$ cat config.mk
export PLATFORM = sky130hd
export DESIGN_NAME = modem_status_detect
export DESIGN_NICKNAME = d
export VERILOG_FILES = /design/src/rtl/msd_pkg.sv /design/src/rtl/msd_sync.sv /design/src/rtl/msd_delta.sv /design/src/rtl/msd_ctrl.sv /design/src/rtl/modem_status_detect.sv
export SDC_FILE = /design/constraint.sdc
export NUM_CORES = 1
export LEC_CHECK = 0
export ABC_CLOCK_PERIOD_IN_PS = 1100
export BUFFER_PORTS_ARGS = -buffer_cell sky130_fd_sc_hd__buf_2
export CORE_MARGIN = 5
export CORE_UTILIZATION = 25
export DETAILED_ROUTE_END_ITERATION = 8
export HOLD_SLACK_MARGIN = 0.08
export PLACE_DENSITY = 0.55
export SETUP_SLACK_MARGIN = 0.05
export SLEW_MARGIN = 10
export SYNTH_ARGS = -nofsm -noshare
export SYNTH_HDL_FRONTEND = slang
export SYNTH_SLANG_ARGS = --single-unit
$ cat constraint.sdc
create_clock -name clk -period 1.1 [get_ports clk]
set_input_delay 0.055 -clock clk [delete_from_list [all_inputs] [get_ports clk]]
set_output_delay 0.055 -clock clk [all_outputs]
set_load 0.02 [all_outputs]
$ cat src/rtl/msd_pkg.sv
package msd_pkg;
    localparam int LINES   = 4;
    localparam int L_CTS   = 0;
    localparam int L_DSR   = 1;
    localparam int L_RI    = 2;
    localparam int L_DCD   = 3;
    localparam int STAT_W  = 9;
    localparam int CTRL_W  = 6;
    localparam int MODE_BIT = 8;
    localparam int C_DTR   = 0;
    localparam int C_RTS   = 1;
    localparam int C_AUTO  = 5;

    typedef enum logic {EDGE_ANY, EDGE_FALL} edge_kind_e;

    function automatic edge_kind_e kind_of(int idx);
        return (idx == L_RI) ? EDGE_FALL : EDGE_ANY;
    endfunction
endpackage

$ cat src/rtl/msd_sync.sv
module msd_sync #(
    parameter int WIDTH  = 4,
    parameter int STAGES = 2
) (
    input  logic             clk,
    input  logic             rst_n,
    input  logic [WIDTH-1:0] async_in,
    output logic [WIDTH-1:0] sync_out
);
    typedef struct packed {
        logic [STAGES-1:0][WIDTH-1:0] pipe;
    } sync_st_t;

    sync_st_t st_d, st_q;

    always_comb begin
        st_d = st_q;
        st_d.pipe[0] = async_in;
        for (int k = 1; k < STAGES; k++) begin
            st_d.pipe[k] = st_q.pipe[k-1];
        end
    end

    always_ff @(posedge clk or negedge rst_n) begin
        if (!rst_n) st_q <= '0;
        else        st_q <= st_d;
    end

    assign sync_out = st_q.pipe[STAGES-1];
endmodule

$ cat src/rtl/msd_delta.sv
module msd_delta
    import msd_pkg::*;
(
    input  logic             clk,
    input  logic             rst_n,
    input  logic [LINES-1:0] lvl,
    input  logic [LINES-1:0] clr,
    output logic [LINES-1:0] delta,
    output logic             irq
);
    typedef struct packed {
        logic [LINES-1:0] prev;
        logic [LINES-1:0] delta;
        logic             irq;
    } delta_st_t;

    delta_st_t st_d, st_q;
    logic [LINES-1:0] ev;

    for (genvar i = 0; i < LINES; i++) begin : g_line
        if (kind_of(i) == EDGE_FALL) begin : g_fall
            assign ev[i] = st_q.prev[i] & ~lvl[i];
            // a rising ring level never sets its flag
            a_r4_rise_no_set: assert property (@(posedge clk) disable iff (!rst_n)
                ($rose(lvl[i]) && !st_q.delta[i]) |=> !st_q.delta[i]);
        end else begin : g_any
            assign ev[i] = st_q.prev[i] ^ lvl[i];
            // any level change sets the flag on the next edge
            a_r3_change_sets: assert property (@(posedge clk) disable iff (!rst_n)
                (lvl[i] != st_q.prev[i]) |=> st_q.delta[i]);
        end
        // a set flag survives a cycle without a clear for it
        a_r5_sticky: assert property (@(posedge clk) disable iff (!rst_n)
            (st_q.delta[i] && !clr[i]) |=> st_q.delta[i]);
    end

    always_comb begin
        st_d       = st_q;
        st_d.prev  = lvl;
        st_d.delta = (st_q.delta & ~clr) | ev;
        st_d.irq   = |(st_d.delta & ~st_q.delta);
    end

    always_ff @(posedge clk or negedge rst_n) begin
        if (!rst_n) st_q <= '0;
        else        st_q <= st_d;
    end

    assign delta = st_q.delta;
    assign irq   = st_q.irq;
endmodule

$ cat src/rtl/msd_ctrl.sv
module msd_ctrl
    import msd_pkg::*;
(
    input  logic              clk,
    input  logic              rst_n,
    input  logic              ctrl_wr,
    input  logic [CTRL_W-1:0] ctrl_wdata,
    input  logic              mode_wr,
    input  logic              mode_wdata,
    output logic              dtr,
    output logic              rts,
    output logic              autoflow,
    output logic              mode
);
    typedef struct packed {
        logic dtr;
        logic rts;
        logic autoflow;
        logic mode;
    } ctrl_st_t;

    ctrl_st_t st_d, st_q;
    logic unused_ctrl_bits;

    assign unused_ctrl_bits = ^ctrl_wdata[4:2];

    always_comb begin
        st_d = st_q;
        if (ctrl_wr) begin
            st_d.dtr      = ctrl_wdata[C_DTR];
            st_d.rts      = ctrl_wdata[C_RTS];
            st_d.autoflow = ctrl_wdata[C_AUTO];
        end
        if (mode_wr) st_d.mode = mode_wdata;
    end

    always_ff @(posedge clk or negedge rst_n) begin
        if (!rst_n) st_q <= '0;
        else        st_q <= st_d;
    end

    assign dtr      = st_q.dtr;
    assign rts      = st_q.rts;
    assign autoflow = st_q.autoflow;
    assign mode     = st_q.mode;

    // control outputs follow the written data bits
    a_r8_ctrl_load: assert property (@(posedge clk) disable iff (!rst_n)
        ctrl_wr |=> (dtr == $past(ctrl_wdata[C_DTR]) && rts == $past(ctrl_wdata[C_RTS])
                     && autoflow == $past(ctrl_wdata[C_AUTO])));
    // mode bit holds without a write
    a_r9_mode_hold: assert property (@(posedge clk) disable iff (!rst_n)
        !mode_wr |=> $stable(mode));
endmodule

$ cat src/rtl/modem_status_detect.sv
module modem_status_detect
    import msd_pkg::*;
#(
    parameter int SYNC_STAGES = 2
) (
    input  logic              clk,
    input  logic              rst_n,
    input  logic              dcd_in,
    input  logic              ri_in,
    input  logic              dsr_in,
    input  logic              cts_in,
    input  logic              stat_wr,
    input  logic [STAT_W-1:0] stat_wdata,
    input  logic              ctrl_wr,
    input  logic [CTRL_W-1:0] ctrl_wdata,
    output logic [STAT_W-1:0] stat_word,
    output logic              dtr_out,
    output logic              rts_out,
    output logic              autoflow_out,
    output logic              delta_irq
);
    logic [LINES-1:0] raw_lines;
    logic [LINES-1:0] lvl;
    logic [LINES-1:0] clr_mask;
    logic [LINES-1:0] delta;
    logic             mode;
    logic             unused_stat_bits;

    always_comb begin
        raw_lines        = '0;
        raw_lines[L_CTS] = cts_in;
        raw_lines[L_DSR] = dsr_in;
        raw_lines[L_RI]  = ri_in;
        raw_lines[L_DCD] = dcd_in;
    end

    assign clr_mask         = stat_wr ? stat_wdata[LINES-1:0] : '0;
    assign unused_stat_bits = ^stat_wdata[MODE_BIT-1:2*LINES-4];

    msd_sync #(.WIDTH(LINES), .STAGES(SYNC_STAGES)) sync_i (
        .clk      (clk),
        .rst_n    (rst_n),
        .async_in (raw_lines),
        .sync_out (lvl)
    );

    msd_delta delta_i (
        .clk   (clk),
        .rst_n (rst_n),
        .lvl   (lvl),
        .clr   (clr_mask),
        .delta (delta),
        .irq   (delta_irq)
    );

    msd_ctrl ctrl_i (
        .clk        (clk),
        .rst_n      (rst_n),
        .ctrl_wr    (ctrl_wr),
        .ctrl_wdata (ctrl_wdata),
        .mode_wr    (stat_wr),
        .mode_wdata (stat_wdata[MODE_BIT]),
        .dtr        (dtr_out),
        .rts        (rts_out),
        .autoflow   (autoflow_out),
        .mode       (mode)
    );

    assign stat_word = {mode, lvl, delta};

    // every event pulse comes with a flag that was clear a cycle before
    a_r7_irq_new_flag: assert property (@(posedge clk) disable iff (!rst_n)
        delta_irq |-> |(delta & ~$past(delta)));
endmodule

==> key figures, run 1 <==
STA
  • Slew @ Worst Pin: around 0.45 ns
  • Setup Skew: about 0.0019 ns
  • Final Worst Setup Slack: -0.0394 ns
  • Period utilization: 1.04
  • Hold Vio Cnt, Final: 0
  • # setup viols final: 2
  • Headroom to the max-slew limit: 0.701
  • Fmax: 0.878 GHz
  • Unrepaired setup endpoints after global routing: true
  • Tmin final: between 1 and 1.5 ns
  • Final count of pins violating max slew: 0
  • Worst hold slack: approximately 0.23 ns

Power
  • P_leak: 0.540 nW
  • Logic gate share of total power: 0.184
  • Power share of the sequential group: 0.581
  • Clock power share: 0.235
  • Net Switching: between 300 and 400 uW
  • Int Power: roughly 1.1 mW
  • PwrDens: around 1300 nW/um^2
  • Worst vdd ir: between 0.7 and 0.8 mV
  • Total chip power: between 1 and 1.5 mW
  • Switching Share: 0.251

Yosys
  • EDFF count, synth: 0
  • Net Count, Synth: between 70 and 80
  • Ys async rst share: 1.00
  • Synthesized cell area: roughly 740 sq um
  • Unique masters post-synth: 11
  • Synthesis Warnings: 0
  • Mean Syn Cell Area: about 14 sq um
  • Synth Flop Type: dfrtp_1
  • Synth area leaders: dfrtp_1 (71%), buf_4 (9.2%), mux2_2 (6.1%)
  • Post-Syn Instances: 54
  • Cell taking the most area after synthesis: dfrtp_1
  • Synth Register Bits: 21
  • Commonest cells in the netlist: dfrtp_1 (21), nand2_1 (11), buf_4 (9), mux2_2 (4), xnor2_1 (3)
  • Most frequent cell after synthesis: dfrtp_1
  • Sequential-to-total area share from yosys stat: 0.714
  • Top cell type's share of synthesized area: 0.714

Floorplanning
  • Die area: about 4100 sq um
  • Boundary Pins: 36
  • DIE HEIGHT: around 64 microns
  • Die width: 64.2 microns
  • Rows: 19
  • Initial Utilization: 0.265
  • Core ar.: between 2000 and 3000 sq um

Clock network
  • Worst-Skew Late Latency: between 0.2 and 0.3 ns
  • Sink Count: 21
  • Clock-pin slew on the worst setup and hold paths: 0.10 ns
  • CTS HTree Levels: 1
  • CTS buffer count: 3
  • CTS max path bufs: 2
  • CTS Root Cell: clkbuf_4
  • CTS tree: done

Cells and area
  • # nets final: 120
  • Reg area: between 500 and 600 sq um
  • Antenna cell count: 0
  • Proportion of layout cells with a drive suffix above 1: 0.438
  • Filler cell count: 274
  • Area of the multi-input gates: around 160 sq um
  • Area grow syn2layout: 50.3%

Hold path
  • Hold Path Class: input pin to asynchronous set/reset pin

Route
  • WL/cell: roughly 11 microns
  • Final WL: approximately 1400 microns
  • Total iterations of the first detailed-routing run: 4
  • Initial detailed-routing violation count: 10
  • Routed Antenna Nets: 0
  • Drt drc: 0
  • Via/cell ratio: ~4
  • Vias: 509

Flow run
  • Max Cap Violations: 0

Setup path
  • Crit. End Element: primary output
  • Reg-to-Reg Start: delta_i.st_q[5]
  • R2R setup slack: -0.02 ns
  • Worst r2r path cells: 3
  • Crit path kind: flop to primary output
  • Worst-path fanout max: 2
  • FF-to-FF End: delta_i.irq
  • WP data required: 1.04 ns
  • Critical path arrival: 1.08 ns
  • CP Launch Type: flop

Global route
  • First-pass GRT wire length: roughly 2300 microns
  • Largest net degree at the start of global routing: 22
  • Vias in the first global route: 533
  • GRT overflow: 0
  • Total GRT Usage: 0.0706
  • Initial antenna violation count: 0

Placement
  • Global placer's final weighted congestion: between 0.6 and 0.7
  • Dpl hpwl: 954 microns
  • Port bufs: 28

Outcome
  • Outcome: complete, but fails checks
  • Failing checks: negative setup slack
-- state kept, by name (all words and copies together), names as in the netlist --
signal	flops
delta_i.delta	4
delta_i.st_q	4
sync_i.st_d	4
sync_i.sync_out	4
ctrl_i.autoflow	1
ctrl_i.dtr	1
ctrl_i.mode	1
ctrl_i.rts	1
delta_i.irq	1
-- critical path, cell delays in order (launching register included) --
cell and delay (ns):
dfrtp_1 0.42, buf_4 0.15, buf_6 0.10, buf_6 0.12
-- worst max-delay path by stage --
stage | to | cells after the start | start | slack (ns)
after floorplan | delta_i.irq | 3 | sync_i.sync_out[0] | 0.02
after global placement | delta_i.irq | 3 | sync_i.sync_out[0] | -0.04
after detailed placement | delta_i.irq | 3 | sync_i.sync_out[0] | -0.04
after CTS | delta_i.irq | 3 | delta_i.st_q[5] | -0.03
after global routing | delta_i.irq | 3 | sync_i.sync_out[0] | -0.12
final | stat_word[4] | 3 | sync_i.sync_out[0] | -0.04
-- metrics by stage --
| stage | setup TNS, ns | std cells | instance area (sq um) | util | setup slack (ns) |
|---|---|---|---|---|---|
| 4_1_cts | -0.0327 | 126 | 1080 | 0.390 | -0.0327 |
| 5_1_grt | -0.212 | 127 | 1110 | 0.398 | -0.118 |
| 2_1_floorplan | 0 | 54 | 736 | - | 0.0161 |
| 6_report | -0.0618 | 127 | 1110 | 0.398 | -0.0394 |
| 3_3_place_gp | -0.0411 | 107 | 870 | 0.313 | -0.0411 |
| 3_5_place_dp | -0.0392 | 107 | 870 | 0.313 | -0.0392 |
-- cell usage in the layout (no fill, tap or decap), types with 3 or more instances in the layout --
cell            n
nand2_1        11
mux2_2          4
buf_6           6
buf_2          25
dfrtp_1        21
dlygate4sd3_1  15
xnor2_2         3
clkbuf_4        3
-- logic make-up (layout without fill, tap and decap cells) --
group / Yosys count / in the layout / synth area share
and+or+nand+nor: 14 / 14 / 0.0765
AOI/OAI and AO/OA: 2 / 2 / 0.0153
xor gates and xnor gates: 3 / 3 / 0.0357
buffers and inverters: 10 / 52 / 0.0969
muxes: 4 / 4 / 0.0612
DFF: 21 / 21 / 0.714
-- per-layer routing --
metal  up-vias  routed length, microns  GRT usage
li1        247                       -          -
met1       238                     548     0.0863
met2        22                     663      0.104
met3         2                     156     0.0298
met4         0                      12     0.0382
met5         -                       0          0
-- power groups by stage --
stage	clock [mW]	sequential, mW	combinational, mW
finish	0.350	0.863	0.274
detailed placement	0	0.876	0.216
floorplan	0	0.895	0.124
global placement	0	0.873	0.213
CTS	0.376	0.864	0.271
global route	0.407	0.873	0.299
-- layout make-up --
type / instances / area share
well taps: 31 / 0.0351
multi-input cells: 23 / 0.146
flip-flops and latches: 21 / 0.475
repair buffers: 47 / 0.317
inverters: 1 / 0.00339
clock buffers: 4 / 0.0238
-- timing repair --
| item | in CTS | in global routing |
|---|---|---|
| setup endpoints to repair | 4 | 4 |
| hold buffers | 15 | 0 |
| hold endpoints to repair | 33 | 0 |
| setup buffers | 0 | 1 |
| resized for setup | 9 | 3 |
No activity file was read; power rests on OpenSTA's default activity.
==> run 2, diff against run 1 <==
- ABC_CLOCK_PERIOD_IN_PS: 1100 -> 1300
- PLACE_DENSITY: 0.55 -> 0.54
- clock period: 1.1 -> 1.3 ns (I/O delays scaled with it)
==> run 2 against run 1 <==
The run now ends clean. Critical path depth rose by 3. Clock skew barely moved. Clock power fell by 14%. Flip-flop and latch count did not move. Total power fell by 17%. Critical path type is now input pin to flop. Critical endpoint is now delta_i.delta[0]. Largest cell class unchanged.
==> key figures, run 2 (synthesis results as in run 1) <==
Global route
  • Total GRT Usage: 0.0694
  • Vias in the first global route: about 490
  • Initial antenna violation count: 0
  • First-pass GRT wire length: 2250 microns
  • GRT overflow: 0
  • Largest net degree at the start of global routing: 22

Clock network
  • CTS buffer count: 3
  • Clock-pin slew on the worst setup and hold paths: 0.11 ns
  • Worst-Skew Late Latency: around 0.29 ns
  • CTS max path bufs: 2
  • CTS Root Cell: clkbuf_4
  • CTS tree: done
  • CTS HTree Levels: 1
  • Sink Count: 21

Cells and area
  • Final Cell Area: 1050 sq um
  • Filler cell count: approximately 260
  • Commonest non-fill, non-tap cell in the layout: buf_2
  • Antenna cell count: 0
  • Proportion of layout cells with a drive suffix above 1: 0.398
  • # nets final: roughly 120
  • Area grow syn2layout: 42.5%
  • Most frequent cells in the layout: buf_2 (28), dfrtp_1 (21), dlygate4sd3_1 (16)

STA
  • Fmax: 0.838 GHz
  • Hold Vio Cnt, Final: 0
  • Headroom to the max-slew limit: 0.697
  • Unrepaired setup endpoints after global routing: false
  • Period utilization: 0.918
  • Setup Skew: between 0.0015 and 0.002 ns
  • Tmin final: 1.19 ns
  • Final count of pins violating max slew: 0
  • Slew @ Worst Pin: between 0.4 and 0.5 ns
  • # setup viols final: 0
  • TNS Setup: 0 ns

Placement
  • Port bufs: 28
  • Dpl hpwl: 915 microns
  • Global placer's final weighted congestion: ~0.67
  • Placed Area: between 800 and 900 sq um

Power
  • P_leak: about 0.51 nW
  • PwrDens: approximately 1200 nW/um^2
  • Worst vdd ir: 0.721 mV

Setup path
  • Crit. End Element: flop
  • Slowest stage delay, CP: about 0.55 ns
  • Crit path depth: 6
  • Crit path kind: input pin to flop
  • CP Cell Sequence: dlygate4sd3_1 -> buf_2 -> nand2_1 -> dlygate4sd3_1 -> nand2_1 -> nand2_1
  • Buf/Inv on CP: 3
  • Most frequent CP cell: nand2_1
  • WP data required: between 1 and 1.5 ns
  • Slowest-stage cell, CP: dlygate4sd3_1
  • Critical path arrival: 1.38 ns
  • Worst-path fanout max: 1
  • CP Launch Type: input pin
  • CP top delay family: buffers and inverters
  • Worst r2r path cells: 3

Floorplanning
  • Die width: around 64 microns
  • Core ar.: 2780 sq um
  • DIE HEIGHT: about 64 microns
  • Die area: 4130 sq um
  • Boundary Pins: 36
  • Initial Utilization: 0.265
  • Rows: 19

Flow run
  • Max Cap Violations: 0

Outcome
  • Outcome: finished clean

Route
  • Drt drc: 0
  • Initial detailed-routing violation count: 5
  • Vias: approximately 500
  • Total iterations of the first detailed-routing run: 2
  • Routed Antenna Nets: 0
  • Final WL: 1310 microns
  • Via/cell ratio: 3.95
  • WL/cell: 10.6 microns

Hold path
  • Hold Path Class: input pin to flop
  • Hold Crit Depth: 4
## run 2: repair_timing
action / CTS / global route
setup buffers: 0 / 0
gates resized for setup: 0 / 2
hold buffers: 15 / 1
endpoints found under the setup margin: 0 / 1
endpoints found under the hold margin: 33 / 1
## run 2: layer usage
layer	share of wire	wire [microns]	vias up	global-route usage
met5	0	0	-	0
met4	0	0	0	0.0153
met3	0.11	141	0	0.0368
met2	0.47	611	25	0.116
met1	0.42	556	222	0.0785
li1	-	-	243	-
## run 2: worst register-to-register path: cells and delay by family, from the launching register on
| kind | cells | cell delay (ns) |
|---|---|---|
| flip-flops | 1 | 0.43 |
| AND/OR/NAND/NOR | 1 | 0.36 |
| XOR/XNOR | 1 | 0.18 |
| AO/OA/AOI/OAI | 1 | 0.10 |
## run 2: worst paths after layout
| path | start | to | slack (ns) |
|---|---|---|---|
| hold reg to reg | sync_i.st_d[5] | sync_i.sync_out[1] | 0.36 |
| setup reg to reg | sync_i.sync_out[3] | delta_i.irq | 0.11 |
| hold / removal | stat_wr | delta_i.delta[3] | 0.09 |
| min in group asynchronous | rst_n | sync_i.st_d[6] | 0.23 |
| max in group asynchronous | rst_n | ctrl_i.rts | 0.76 |
| setup / recovery | stat_wdata[0] | delta_i.delta[0] | 0.11 |
## run 2: final cells by class
class,count,area (sq um),share of cell area
multi-input cells,23,154,0.147
clock buffers,4,26.3,0.0251
repair buffers,44,300,0.286
flip-flops and latches,21,526,0.501
inverters,1,3.75,0.00358
well taps,31,38.8,0.0370
## run 2: through the flow
step	hold WS (ns)	utilization	std cells	power, mW	setup WS, ns
after floorplan	-0.231	-	54	0.862	0.167
after global placement	0.0329	0.305	104	0.911	0.103
after detailed placement	0.0499	0.305	104	0.916	0.0665
after CTS	0.0801	0.368	123	1.26	0.0553
after global routing	0.0909	0.377	124	1.32	0.0574
final	0.0922	0.377	124	1.24	0.107
## run 2: where the power goes
part | switching [mW] | leakage, nW | total (mW) | internal (mW)
combinational | 0.107 | 0.253 | 0.212 | 0.105
clock | 0.181 | 0.0150 | 0.300 | 0.119
sequential | 0.0271 | 0.240 | 0.729 | 0.702
==> run 3, diff against run 2 <==
- SYNTH_HIERARCHICAL: not set -> 1
==> run 3 against run 2 <==
Flip-flop and latch count stayed put. Hold slack better by 0.15 ns. Cell count down 1.6%. Global-route usage up 0.54 points. Critical path type is now flop to flop.
==> key figures, run 3 <==
STA
  • # setup viols final: 0
  • Headroom to the max-slew limit: 0.701
  • Period utilization: 0.800
  • Fmax: around 0.96 GHz
  • Final count of pins violating max slew: 0
  • Unrepaired setup endpoints after global routing: false
  • Worst hold slack: ~0.24 ns
  • Hold Vio Cnt, Final: 0
  • Final Worst Setup Slack: about 0.26 ns
  • Setup Skew: ~0.0053 ns
  • Tmin final: about 1.0 ns
  • TNS Setup: 0 ns
  • Slew @ Worst Pin: between 0.4 and 0.5 ns

Global route
  • GRT overflow: 0
  • Initial antenna violation count: 0
  • Total GRT Usage: 0.0748
  • First-pass GRT wire length: 2350 microns
  • Vias in the first global route: around 540
  • Largest net degree at the start of global routing: 22

Hold path
  • Hold Path Class: input pin to asynchronous set/reset pin

Clock network
  • CTS max path bufs: 2
  • CTS Root Cell: clkbuf_4
  • Hold_buf cts: 15
  • Sink Count: 21
  • CTS tree: done
  • # Post-CTS Setup Buffers: 0
  • CTS buffer count: 3
  • Clock-pin slew on the worst setup and hold paths: 0.11 ns
  • Post-CTS resize count: 0
  • Worst-Skew Late Latency: slightly below 0.3 ns
  • CTS HTree Levels: 1

Route
  • Drt drc: 0
  • WL/cell: ~11 microns
  • Initial detailed-routing violation count: 5
  • Vias: about 490
  • Routed Antenna Nets: 0
  • Via/cell ratio: slightly above 4
  • Final WL: approximately 1400 microns
  • Total iterations of the first detailed-routing run: 2

Yosys
  • Synth Flop Type: dfrtp_1
  • Unique masters post-synth: 10
  • Mean Syn Cell Area: between 10 and 15 sq um
  • Synth area leaders: dfrtp_1 (73%), mux2_2 (6.3%), buf_4 (5.2%)
  • Most frequent cell after synthesis: dfrtp_1
  • Sequential-to-total area share from yosys stat: 0.730
  • EDFF count, synth: 0
  • Ys async rst share: 1.00
  • Post-Syn Instances: 49
  • Net Count, Synth: 72
  • Synth Register Bits: 21
  • Commonest cells in the netlist: dfrtp_1 (21), buf_4 (5)
  • Synthesis Warnings: 6
  • Top cell type's share of synthesized area: 0.730
  • Cell taking the most area after synthesis: dfrtp_1
  • Synthesized cell area: just over 700 sq um

Setup path
  • Critical path arrival: between 1 and 1.5 ns
  • CP Cell Sequence: xnor2_1 -> o22ai_1 -> or2_1
  • Crit path kind: flop to flop
  • Slowest-stage cell, CP: dfrtp_1
  • CP Launch Type: flop
  • WP data required: about 1.5 ns
  • Worst-path fanout max: 3
  • Slowest stage delay, CP: around 0.42 ns
  • Crit. End Element: flop

Floorplanning
  • Rows: 19
  • Initial Utilization: 0.261
  • Core ar.: around 2800 sq um
  • Boundary Pins: 36
  • Die area: 4050 sq um
  • Die width: about 64 microns
  • DIE HEIGHT: about 64 microns

Cells and area
  • # nets final: approximately 120
  • Proportion of layout cells with a drive suffix above 1: 0.396
  • Final Cell Area: 1040 sq um
  • Filler cell count: 277
  • Commonest non-fill, non-tap cell in the layout: buf_2
  • Antenna cell count: 0
  • Most frequent cells in the layout: buf_2 (28), dfrtp_1 (21), dlygate4sd3_1 (15)
  • Fin cells: between 100 and 150
  • Area grow syn2layout: 44.3%
  • Final core utilization: 0.377

Power
  • Worst vdd ir: ~0.74 mV
  • Total chip power: 1.23 mW
  • P_leak: approximately 0.5 nW
  • PwrDens: around 1200 nW/um^2

Outcome
  • Outcome: finished clean

Placement
  • Pre-CTS setup slack: 0.266 ns
  • Cell Count Post-Placement: between 100 and 150
  • Dpl hpwl: 976 microns
  • Global placer's final weighted congestion: 0.707
  • Port bufs: 28
  • Placed Area: around 860 sq um

Flow run
  • Max Cap Violations: 0
run 3: changes by cell type after synthesis:
| cell | delta |
|---|---|
| nand2_1 | -11 |
| and2_1 | +4 |
| buf_4 | -4 |
| inv_1 | +3 |
| o21ai_0 | +3 |
| nand2b_1 | +1 |
| nor2_1 | -1 |
| nor3_1 | -1 |
| o22ai_1 | +1 |
| or2_1 | +1 |
| or3_1 | -1 |
run 3: power by group:
part | switching (mW) | internal (mW)
sequential | 0.0258 | 0.702
clock | 0.185 | 0.114
combinational | 0.106 | 0.101
total | 0.316 | 0.918
run 3: cell type report:
class	instances	area, sq um	share of cell area
sequential	21	526	0.506
clock inverter	1	5.00	0.00482
clock buffer	3	22.5	0.0217
timing repair buffer	43	290	0.280
inverter	4	15.0	0.0145
multi-input combinational	19	141	0.136
tap	31	38.8	0.0373
run 3: layer usage:
layer / routed length (microns) / part of all wire / global-route usage / vias up
met5: 0 / 0 / 0 / -
met1: 529 / 0.38 / 0.0773 / 229
met3: 130 / 0.094 / 0.0266 / 2
met2: 708 / 0.51 / 0.127 / 22
li1: - / - / - / 238
met4: 8 / 0.0058 / 0.0468 / 0
run 3: final timing paths:
| path | from | end | slack [ns] | cells past startpoint |
|---|---|---|---|---|
| max in group asynchronous | rst_n | delta_i/delta[3] | 0.75 | 2 |
| hold / removal | rst_n | ctrl_i/rts | 0.24 | 2 |
| setup reg to reg | sync_i/sync_out[1] | delta_i/irq | 0.26 | 3 |
| hold reg to reg | sync_i/st_d[4] | sync_i/sync_out[0] | 0.36 | 0 |
| min in group clk | sync_i/st_d[4] | sync_i/sync_out[0] | 0.36 | 0 |
| setup / recovery | sync_i/sync_out[1] | delta_i/irq | 0.26 | 3 |
run 3: cells by family (layout without fill, tap and decap cells):
| logic type | Yosys count | after routing | share of synthesized area |
|---|---|---|---|
| muxes | 4 | 4 | 0.0626 |
| buffers and inverters | 9 | 51 | 0.0730 |
| xor gates and xnor gates | 3 | 3 | 0.0365 |
| and+or+nand+nor | 6 | 6 | 0.0522 |
| AOI/OAI and AO/OA | 6 | 6 | 0.0452 |
| DFF | 21 | 21 | 0.730 |
run 3: critical path, delay by kind of cell (launching register included):
family,cells,cell delay (ns)
flip-flops,1,0.42
XOR/XNOR,1,0.21
AO/OA/AOI/OAI,1,0.11
AND/OR/NAND/NOR,1,0.20
